$ cat src/rtl/rfs_pkg.sv
package rfs_pkg;

  typedef enum logic [2:0] {
    ST_IDLE,
    ST_TA_LO,
    ST_TA_HI,
    ST_LOAD,
    ST_CRC_LO,
    ST_CRC_HI,
    ST_ONES
  } rfs_state_e;

  localparam logic [15:0] CRC_POLY_REFL = 16'hA001;

  // One byte into a reflected CRC16, least significant bit first.
  function automatic logic [15:0] crc16_step(input logic [15:0] c, input logic [7:0] d);
    logic [15:0] r;
    logic        fb;
    r = c;
    for (int i = 0; i < 8; i++) begin
      fb = r[0] ^ d[i];
      r  = {1'b0, r[15:1]};
      if (fb) r = r ^ CRC_POLY_REFL;
    end
    return r;
  endfunction

  // Byte returned to the master for a given state.
  function automatic logic [7:0] tx_select(input rfs_state_e s, input logic [15:0] crc);
    case (s)
      ST_CRC_LO: return ~crc[7:0];
      ST_CRC_HI: return ~crc[15:8];
      default:   return 8'hFF;
    endcase
  endfunction

endpackage

$ cat src/rtl/rfs_crc16.sv
module rfs_crc16 (
  input  logic        clk,
  input  logic        rst_n,
  input  logic        start,
  input  logic        upd,
  input  logic [7:0]  din,
  output logic [15:0] crc
);
  import rfs_pkg::*;

  logic [15:0] crc_q;
  logic [15:0] base;

  assign base = start ? 16'h0000 : crc_q;

  always_ff @(posedge clk or negedge rst_n) begin
    if (!rst_n)   crc_q <= 16'h0000;
    else if (upd) crc_q <= crc16_step(base, din);
  end

  assign crc = crc_q;
endmodule

$ cat src/rtl/rfs_scratch.sv
module rfs_scratch #(
  parameter int ROW_BYTES = 8,
  localparam int CW = $clog2(ROW_BYTES)
) (
  input  logic          clk,
  input  logic          rst_n,
  input  logic          entry_clr,
  input  logic          take,
  input  logic [7:0]    load_data,
  input  logic          set_pf,
  input  logic          set_aa,
  input  logic [CW-1:0] rd_idx,
  output logic [7:0]    rd_data,
  output logic [CW-1:0] count,
  output logic [CW-1:0] offset,
  output logic [CW-1:0] ending,
  output logic          pf,
  output logic          aa
);
  localparam logic [CW-1:0] LAST = CW'(ROW_BYTES - 1);

  logic [CW-1:0] count_q, offset_q, ending_q;
  logic          pf_q, aa_q;
  logic          pend_q;
  logic [CW-1:0] pend_idx_q;
  logic [7:0]    sp_q [ROW_BYTES];

  // Remember which slot the read in flight belongs to.
  always_ff @(posedge clk or negedge rst_n) begin
    if (!rst_n) begin
      pend_q     <= 1'b0;
      pend_idx_q <= '0;
    end else begin
      pend_q     <= take;
      pend_idx_q <= count_q;
    end
  end

  for (genvar g = 0; g < ROW_BYTES; g++) begin : g_slot
    always_ff @(posedge clk or negedge rst_n) begin
      if (!rst_n)
        sp_q[g] <= 8'h00;
      else if (pend_q && pend_idx_q == CW'(g))
        sp_q[g] <= load_data;
    end
  end

  always_ff @(posedge clk or negedge rst_n) begin
    if (!rst_n) begin
      count_q  <= '0;
      offset_q <= '0;
      ending_q <= '0;
      pf_q     <= 1'b0;
      aa_q     <= 1'b0;
    end else begin
      if (entry_clr) begin
        count_q  <= '0;
        offset_q <= '0;
        ending_q <= LAST;
        pf_q     <= 1'b0;
        aa_q     <= 1'b0;
      end else begin
        if (take && count_q != LAST) count_q <= count_q + 1'b1;
        if (set_pf) pf_q <= 1'b1;
        if (set_aa) aa_q <= 1'b1;
      end
    end
  end

  assign rd_data = sp_q[rd_idx];
  assign count   = count_q;
  assign offset  = offset_q;
  assign ending  = ending_q;
  assign pf      = pf_q;
  assign aa      = aa_q;
endmodule

$ cat src/rtl/rfs_ctrl.sv
module rfs_ctrl #(
  parameter int          ROW_BYTES  = 8,
  parameter logic [7:0]  CMD_CODE   = 8'hA3,
  parameter logic [15:0] EXEC_LIMIT = 16'h0090,
  parameter logic [15:0] AUTH_MAX   = 16'h007F,
  localparam int CW = $clog2(ROW_BYTES)
) (
  input  logic                clk,
  input  logic                rst_n,
  input  logic                mst_reset,
  input  logic                rx_valid,
  input  logic [7:0]          rx_data,
  input  logic                rx_partial,
  input  logic                tx_req,
  input  logic [CW-1:0]       count,
  output rfs_pkg::rfs_state_e state,
  output logic [15:0]         target,
  output logic                ev_cmd,
  output logic                ev_addr_ok,
  output logic                ev_addr_bad,
  output logic                ev_take,
  output logic                ev_last,
  output logic                ev_set_pf,
  output logic                ev_set_aa,
  output logic                crc_upd
);
  import rfs_pkg::*;

  localparam logic [CW-1:0] LAST = CW'(ROW_BYTES - 1);

  rfs_state_e  state_q, state_d;
  logic [15:0] target_q;
  logic [15:0] addr_full;
  logic        live;

  assign live      = !mst_reset;
  assign addr_full = {rx_data, target_q[7:0]};

  assign ev_cmd      = live && state_q == ST_IDLE  && rx_valid && rx_data == CMD_CODE;
  assign ev_addr_ok  = live && state_q == ST_TA_HI && rx_valid && addr_full <  EXEC_LIMIT;
  assign ev_addr_bad = live && state_q == ST_TA_HI && rx_valid && addr_full >= EXEC_LIMIT;
  assign ev_take     = live && state_q == ST_LOAD  && rx_valid;
  assign ev_last     = ev_take && count == LAST;
  assign ev_set_pf   = mst_reset && state_q == ST_LOAD && rx_partial;
  assign ev_set_aa   = ev_last && target_q <= AUTH_MAX;
  assign crc_upd     = ev_cmd || ev_take ||
                       (live && rx_valid && (state_q == ST_TA_LO || state_q == ST_TA_HI));

  always_comb begin
    state_d = state_q;
    if (mst_reset) begin
      state_d = ST_IDLE;
    end else begin
      case (state_q)
        ST_IDLE:   if (ev_cmd)   state_d = ST_TA_LO;
        ST_TA_LO:  if (rx_valid) state_d = ST_TA_HI;
        ST_TA_HI:  if (rx_valid) state_d = ev_addr_ok ? ST_LOAD : ST_ONES;
        ST_LOAD:   if (ev_last)  state_d = ST_CRC_LO;
        ST_CRC_LO: if (tx_req)   state_d = ST_CRC_HI;
        ST_CRC_HI: if (tx_req)   state_d = ST_ONES;
        default:                 state_d = state_q;
      endcase
    end
  end

  always_ff @(posedge clk or negedge rst_n) begin
    if (!rst_n) begin
      state_q  <= ST_IDLE;
      target_q <= 16'h0000;
    end else begin
      state_q <= state_d;
      if (live && rx_valid && state_q == ST_TA_LO) target_q[7:0]  <= rx_data;
      if (live && rx_valid && state_q == ST_TA_HI) target_q[15:8] <= rx_data;
    end
  end

  assign state  = state_q;
  assign target = target_q;
endmodule

$ cat src/rtl/scratch_refresh.sv
module scratch_refresh #(
  parameter int          ROW_BYTES  = 8,
  parameter logic [7:0]  CMD_CODE   = 8'hA3,
  parameter logic [15:0] EXEC_LIMIT = 16'h0090,
  parameter logic [15:0] AUTH_MAX   = 16'h007F,
  localparam int CW = $clog2(ROW_BYTES)
) (
  input  logic          clk,
  input  logic          rst_n,
  input  logic          mst_reset,
  input  logic          rx_valid,
  input  logic [7:0]    rx_data,
  input  logic          rx_partial,
  input  logic          tx_req,
  output logic [7:0]    tx_data,
  output logic          mem_ren,
  output logic [15:0]   mem_addr,
  input  logic [7:0]    mem_rdata,
  input  logic [CW-1:0] sp_raddr,
  output logic [7:0]    sp_rdata,
  output logic [15:0]   st_target,
  output logic [CW-1:0] st_count,
  output logic [CW-1:0] st_offset,
  output logic [CW-1:0] st_ending,
  output logic          st_pf,
  output logic          st_aa,
  output logic          cmd_active
);
  import rfs_pkg::*;

  rfs_state_e  state;
  logic [15:0] target;
  logic [15:0] crc;
  logic        ev_cmd, ev_addr_ok, ev_addr_bad, ev_take, ev_last;
  logic        ev_set_pf, ev_set_aa, crc_upd;
  logic        st_is_ones, st_is_crc_lo;

  rfs_ctrl #(
    .ROW_BYTES(ROW_BYTES), .CMD_CODE(CMD_CODE),
    .EXEC_LIMIT(EXEC_LIMIT), .AUTH_MAX(AUTH_MAX)
  ) i_ctrl (
    .clk(clk), .rst_n(rst_n), .mst_reset(mst_reset),
    .rx_valid(rx_valid), .rx_data(rx_data), .rx_partial(rx_partial),
    .tx_req(tx_req), .count(st_count), .state(state), .target(target),
    .ev_cmd(ev_cmd), .ev_addr_ok(ev_addr_ok), .ev_addr_bad(ev_addr_bad),
    .ev_take(ev_take), .ev_last(ev_last), .ev_set_pf(ev_set_pf),
    .ev_set_aa(ev_set_aa), .crc_upd(crc_upd)
  );

  rfs_crc16 i_crc (
    .clk(clk), .rst_n(rst_n), .start(ev_cmd), .upd(crc_upd),
    .din(rx_data), .crc(crc)
  );

  rfs_scratch #(.ROW_BYTES(ROW_BYTES)) i_scratch (
    .clk(clk), .rst_n(rst_n), .entry_clr(ev_addr_ok), .take(ev_take),
    .load_data(mem_rdata), .set_pf(ev_set_pf), .set_aa(ev_set_aa),
    .rd_idx(sp_raddr), .rd_data(sp_rdata), .count(st_count),
    .offset(st_offset), .ending(st_ending), .pf(st_pf), .aa(st_aa)
  );

  assign st_is_ones   = state == ST_ONES;
  assign st_is_crc_lo = state == ST_CRC_LO;
  assign tx_data      = tx_select(state, crc);
  assign mem_ren      = ev_take;
  assign mem_addr     = {target[15:CW], st_count};
  assign st_target    = target;
  assign cmd_active   = state != ST_IDLE;
endmodule

$ cat config.mk
export PLATFORM = sky130hd
export DESIGN_NAME = scratch_refresh
export DESIGN_NICKNAME = d
export VERILOG_FILES = /design/src/rtl/rfs_pkg.sv /design/src/rtl/rfs_crc16.sv /design/src/rtl/rfs_scratch.sv /design/src/rtl/rfs_ctrl.sv /design/src/rtl/scratch_refresh.sv
export SDC_FILE = /design/constraint.sdc
export NUM_CORES = 1
export LEC_CHECK = 0
export ABC_CLOCK_PERIOD_IN_PS = 3500
export BUFFER_PORTS_ARGS = -buffer_cell sky130_fd_sc_hd__buf_2
export CORE_MARGIN = 1.5
export CORE_UTILIZATION = 57
export DETAILED_ROUTE_END_ITERATION = 7
export GPL_TIMING_DRIVEN = 0
export HOLD_SLACK_MARGIN = 0.1
export PLACE_DENSITY = 0.78
export SLEW_MARGIN = 0
export SYNTH_ARGS = -nofsm -noshare
export SYNTH_HDL_FRONTEND = slang
export SYNTH_SLANG_ARGS = --single-unit
$ cat constraint.sdc
create_clock -name clk -period 3.5 [get_ports clk]
set_input_delay 0.525 -clock clk [delete_from_list [all_inputs] [get_ports clk]]
set_output_delay 0.525 -clock clk [all_outputs]
set_load 0.02 [all_outputs]
* Word-level counts from Yosys, hierarchy flattened
Index checks and enable logic that the tools add are counted.
Operators by class: $add $sub $neg 1, multiply operators 0, divide/modulo/power cells 0, magnitude comparators 3, eq/ne operators 21, shift operators 0, mux-type cells 35, bitwise gates (word level) 19, reduce and logical (&&, ||, !) cells 37
Operators with widths (number):
- two-way mux 16 bit | 16
- two-way mux 3 bit | 10
- logical AND 1 bit | 25
- binary-select mux 8 bit (select 3 bit) | 1
- NOT 2 -> 3 bit | 8
- equality test 3 bit (second input constant) | 7
- case mux 3 bit (6 select lines) | 1
- <= comparator 16 x 7 -> 1 bit (second input constant) | 1
- < comparator 16 x 8 -> 1 bit (second input constant) | 1
- two-way mux 8 bit | 2
- NOT 8 bit | 2
- case mux 8 bit (2 select lines) | 1
- inequality test 3 bit (second input constant) | 5
- equality test 3 x 2 -> 1 bit (second input constant) | 4
- equality test 8 bit (second input constant) | 1
- bitwise XOR 1 bit | 8
- AND reduction 7 bit | 1
- nonzero test 7 bit | 1
- equality test 3 x 1 -> 1 bit (second input constant) | 2
- logical NOT 3 bit | 2
- inequality test 3 x 2 -> 1 bit (second input constant) | 2
- nonzero test 2 bit | 3
- greater-or-equal comparator 4 bit (second input constant) | 1
- two-way mux 1 bit | 4
- 5 further kinds | 7
Word-level totals: register bits after elaboration 109, latch bits 0, RAM bits 0, ROM bits 0, word-level logic and storage cells 134, memories 0

* Logic depth before layout (Yosys ltp)
depth in word-level cells 28, mapped depth 8, mapped depth without buffers 8

* Cells and area by module
A second synthesis with hierarchy kept.
Second synthesis, totals: cells, all modules 427, area, all modules 5651.7 µm²
Modules (own cells, without submodules):
- rfs_scratch | instances 1, cells each 201, area each 3384.5 µm²
- rfs_ctrl | instances 1, cells each 100, area each 1006.0 µm²
- rfs_crc16 | instances 1, cells each 90, area each 963.4 µm²
- scratch_refresh | instances 1, cells each 36, area each 297.8 µm²

* Least setup slack after synthesis
No wires, ideal clock.
kind input-to-reg, start point input rx_data[3], end point register i_crc.crc_q[15] (netlist: i_crc.crc[15]), setup time 0.125 ns, arrival 2.806 ns, data required time 3.375 ns, path slack 0.569 ns, stages on the path 7, cells stage by stage buf_6 > or4_4 > or4_4 > o2111ai_1 > xnor2_1 > xnor3_1 > mux2_4
On the way: cells in the longest elaborated chain, start to end 26, elaborated cells on any way between the ends 35, classes of those cells eq/ne: 1; mux: 16; bitwise: 15; reduce/logical: 3
RTL lines:
- start: declaration | line scratch_refresh.sv:12 | input logic [7:0] rx_data,
- equality test 8 bit | line rfs_ctrl.sv:39 | assign ev_cmd = live && state_q == ST_IDLE && rx_valid && rx_data == CMD_CODE;
- logical AND 1 bit | line rfs_ctrl.sv:39
- two-way mux 16 bit | line rfs_crc16.sv:14 | assign base = start ? 16'h0000 : crc_q;
- bitwise XOR 1 bit or NOT 2 -> 3 bit (tied branches)
- two-way mux 16 bit | line rfs_pkg.sv:23 | if (fb) r = r ^ CRC_POLY_REFL;
- two-way mux 16 bit | line rfs_crc16.sv:18 | else if (upd) crc_q <= crc16_step(base, din);
- bitwise XOR 1 bit | line rfs_pkg.sv:21 | fb = r[0] ^ d[i];
- two-way mux 16 bit | line rfs_pkg.sv:23
- [... 10 more ...]
- bitwise XOR 1 bit | line rfs_pkg.sv:21
- two-way mux 16 bit | line rfs_pkg.sv:23
- two-way mux 16 bit | line rfs_crc16.sv:18
- bitwise XOR 1 bit | line rfs_pkg.sv:21
- two-way mux 16 bit | line rfs_pkg.sv:23
- two-way mux 16 bit | line rfs_crc16.sv:18
- bitwise XOR 1 bit | line rfs_pkg.sv:21
- two-way mux 16 bit | line rfs_pkg.sv:23
- end signal: assignment | line rfs_crc16.sv:18
- end: declaration | line rfs_crc16.sv:11 | logic [15:0] crc_q;
Several ways; a longest one is shown, not always the timed one. The select of a mux whose other input is x is not followed. A chain may end at the register's enable or synchronous reset.

* Worst setup path after layout
start point input sp_raddr[0], end point output sp_rdata[6]
On the way: cells in the longest elaborated chain, start to end 4
RTL lines:
- start: declaration | line scratch_refresh.sv:19 | input logic [CW-1:0] sp_raddr,
- NOT 3 -> 4 bit (implied by the code) | line rfs_scratch.sv:70 | assign rd_data = sp_q[rd_idx];
- binary-select mux 8 bit (select 3 bit) | line rfs_scratch.sv:70
- two-way mux 8 bit (implied by the code) (2 in series) | line rfs_scratch.sv:70
- end: declaration | line scratch_refresh.sv:20 | output logic [7:0] sp_rdata,
No other way between the ends. The select of a mux whose other input is x is not followed.

==> flow_metrics.py <==
metrics = {
    "status": {
        "status": "completed",
    },
    "synthesis": {
        "synthArstFlopShare_pct": 100,
        "synth-main-ff-cell": "dfrtp_1",
        "netlist_instances": 465,
        "synth_seq_cells": 109,
        "synthesis.area_um2": 5660,
        "synth_cell_types": 56,
        "ys.warnings.count": 0,
        "synth_seq_area_share_pct": 48.2,
        "synth_edf_count": 0,
        "syn_area_per_cell_um2": 12.2,
    },
    "worst_setup_path": {
        "crit_path_end_kind": "output port",
        "cp_num_buf_inv": 3,
        "critPathCapture": "sp_rdata[6]",
        "max_stage_delay_ps": 550,
        "arrival_ps": 2460,
        "cp-start-kind": "primary input",
        "rrSetupSlack_ps": 620,
        "slowest_stage": "mux4_2",
        "crit_chain": "clkbuf_1 > clkbuf_2 > mux4_2 > mux2_2 > buf_2",
        "reg2reg_to": "i_crc.crc[15]",
        "rr_startpoint": "i_ctrl.state[2]",
        "worstPathMaxFanout": 10,
        "critPathTopFamily": "buffers and inverters",
        "required_ps": 2970,
        "ff2ff_path_depth": 6,
        "critical_path_class": "primary input to output port",
        "worstSetupPathDepth": 5,
        "startpoint": "sp_raddr[0]",
    },
    "detailed_routing": {
        "drc": 0,
        "drt-initial-drc-count": 124,
        "wl_per_cell_um": 17.7,
        "vias_per_cell": 5.66,
        "routed-via-count": 3923,
        "routed_wl_um": 12300,
        "drtPass1Iterations": 5,
        "ant_nets": 0,
    },
    "cells_and_area": {
        "drive_gt1_share_pct": 42.1,
        "final_common_cell": "dfrtp_1",
        "num_antenna_cells": 0,
        "final_cell_mix": "dfrtp_1 (109), mux2_2 (90), buf_2 (77), nand2_1 (38)",
        "nets": 582,
        "utilization_pct": 66.4,
        "area_delta_synth_final_pct": 13.7,
    },
    "clock_tree": {
        "tritoncts": "done",
        "clk_path_buf_depth": 2,
        "cts_hold_buf": 0,
        "cts.root.buffer_cell": "clkbuf_8",
        "htree_levels": 3,
        "clock_latency_ps": 370,
        "cts_buffers": 9,
        "clk_pin_slew_ps": 100,
        "clock_sinks": 109,
    },
    "die": {
        "die_w_um": 103,
        "ioPinCount": 86,
        "design.die.area_um2": 10500,
        "row_count": 36,
        "start_util_pct": 58.4,
        "die_y_um": 103,
        "fp.coreArea_um2": 9680,
    },
    "timing": {
        "rsz0062_at_grt": "false",
        "setup_tns_ps": 0,
        "relSlewSlack_pct": 17.2,
        "final_max_slew_viol_count": 0,
        "worstMarginPinSlew_ps": 1230,
        "timing.final.crit_period_ps": 2990,
        "post-route-period-util_pct": 85.4,
        "clock.fmax_mhz": 335,
        "setup_violations": 0,
        "hold_viol_final": 0,
        "finClkSkew_ps": 6.61,
    },
    "job": {
        "drv_cap": 0,
    },
    "power_and_ir_drop": {
        "leakagePower_nw": 3.02,
        "power.density_nw_per_um2": 659,
        "vdd_drop_max_mv": 0.524,
    },
    "placed_design": {
        "globalplace.congestion": 0.854,
        "place_hpwl_um": 8630,
        "port-buffer-count": 76,
    },
    "global_route": {
        "track_usage_pct": 24.8,
        "first_global_vias": 3963,
        "grt_max_degree": 71,
        "grt_overflow": 0,
        "antenna_found_initial": 0,
        "grt_pass1_wl_um": 19500,
    },
    "hold_path": {
        "hold_class": "primary input to asynchronous set/reset pin",
    },
}
cell families (layout without fill, tap and decap cells):
group | Yosys count | in the layout | synth area share, %
AND/OR/NAND/NOR | 116 | 116 | 10.8
multiplexers | 110 | 110 | 25.1
flip-flops | 109 | 109 | 48.2
buffers and inverters | 53 | 146 | 5.09
AO/OA/AOI/OAI | 52 | 52 | 6.13
XOR/XNOR | 22 | 22 | 4.14
adder cells (fa/ha/maj) | 2 | 2 | 0.442
other | 1 | 3 | 0.0663
synth_stat cells (all sizes together), types with 3 or more instances:
cell / instances / area share [%]
nor4: 4 / 0.44
mux2i: 3 / 0.53
nor2b: 9 / 1.0
nand2: 38 / 2.5
xnor2: 10 / 1.5
a31oi: 4 / 0.44
nor3: 5 / 0.44
inv: 6 / 0.40
dfrtp: 109 / 48
or4: 4 / 0.66
xnor3: 3 / 1.2
a21oi: 16 / 1.5
and3: 4 / 0.53
a221oi: 3 / 0.46
and2: 3 / 0.33
nand4b: 3 / 0.46
xor2: 9 / 1.4
clkbuf: 20 / 1.3
mux4: 16 / 6.4
nor2: 23 / 1.5
or2: 3 / 0.33
nor3b: 5 / 0.66
buf: 27 / 3.4
o21ai: 12 / 1.1
mux2: 91 / 18
nand4: 3 / 0.33
timing repair:
item | in CTS | in global routing
gates resized for setup | 0 | 2
endpoints found under the setup margin | 0 | 1
buffers inserted | 0 | 0
power by group:
group / switching (mW) / leakage (nW) / internal (mW) / total, mW
logic: 0.959 / 1.54 / 0.877 / 1.84
registers: 0.210 / 1.40 / 1.50 / 1.71
clock network: 0.427 / 0.0772 / 0.264 / 0.691
total: 1.60 / 3.02 / 2.64 / 4.24
worst min-delay path by stage:
stage | start | endpoint | slack (ps) | depth (start not counted)
3_5_place_dp | i_scratch.count[2] | i_scratch.pend_idx_q[2] | 460 | 0
2_1_floorplan | rst_n | i_crc.crc[0] | 230 | 0
5_1_grt | rst_n | i_scratch.sp_q[4] | 140 | 1
4_1_cts | rst_n | i_scratch.sp_q[20] | 130 | 1
6_report | rst_n | i_scratch.sp_q[20] | 120 | 1
3_3_place_gp | i_scratch.count[2] | i_scratch.pend_idx_q[2] | 450 | 0
through the flow:
| step | hold WS (ps) | setup WS, ps | instances | total power [mW] | area [um^2] |
|---|---|---|---|---|---|
| after floorplan | 229 | 569 | 467 | 3.07 | 5660 |
| after global placement | 450 | 155 | 676 | 3.48 | 6210 |
| after detailed placement | 455 | 165 | 677 | 3.56 | 6260 |
| after CTS | 131 | 160 | 693 | 4.26 | 6420 |
| after global routing | 141 | 343 | 693 | 4.51 | 6430 |
| final | 124 | 512 | 693 | 4.24 | 6430 |
worst reg2reg max path: stages (launching register included):
cell       delay (ps)
dfrtp_1           460
or3b_2            520
or4_4             470
o2111ai_1         340
xnor2_1           310
xnor3_1           410
mux2_4            270
routing by layer:
layer	wire, um	part of all wire, %	global-route usage [%]	vias up
li1	-	-	-	1824
met1	5030	41	29.4	1987
met2	6550	53	44.3	98
met3	484	3.9	5.90	14
met4	195	1.6	8.85	0
met5	0	0	0	-
state kept, by name, indices dropped and copies added (netlist names):
signal and cells:
i_scratch.ending 1, i_scratch.pend_idx_q 3, i_crc.crc 16, i_scratch.aa 1, i_scratch.pf 1, i_ctrl.state 3, i_scratch.sp_q 64, i_scratch.count 3
i_scratch.pend_q 1, i_ctrl.target 16
final cells by class:
class / instances / area (um^2)
clock buffers: 12 / 135
repair buffers: 77 / 410
clock inverters: 4 / 32.5
fillers: 759 / 3250
plain buffers: 47 / 267
inverters: 6 / 22.5
flip-flops and latches: 109 / 2730
well taps: 133 / 166
multi-input cells: 305 / 2670
(Power assumes the default switching activity.)
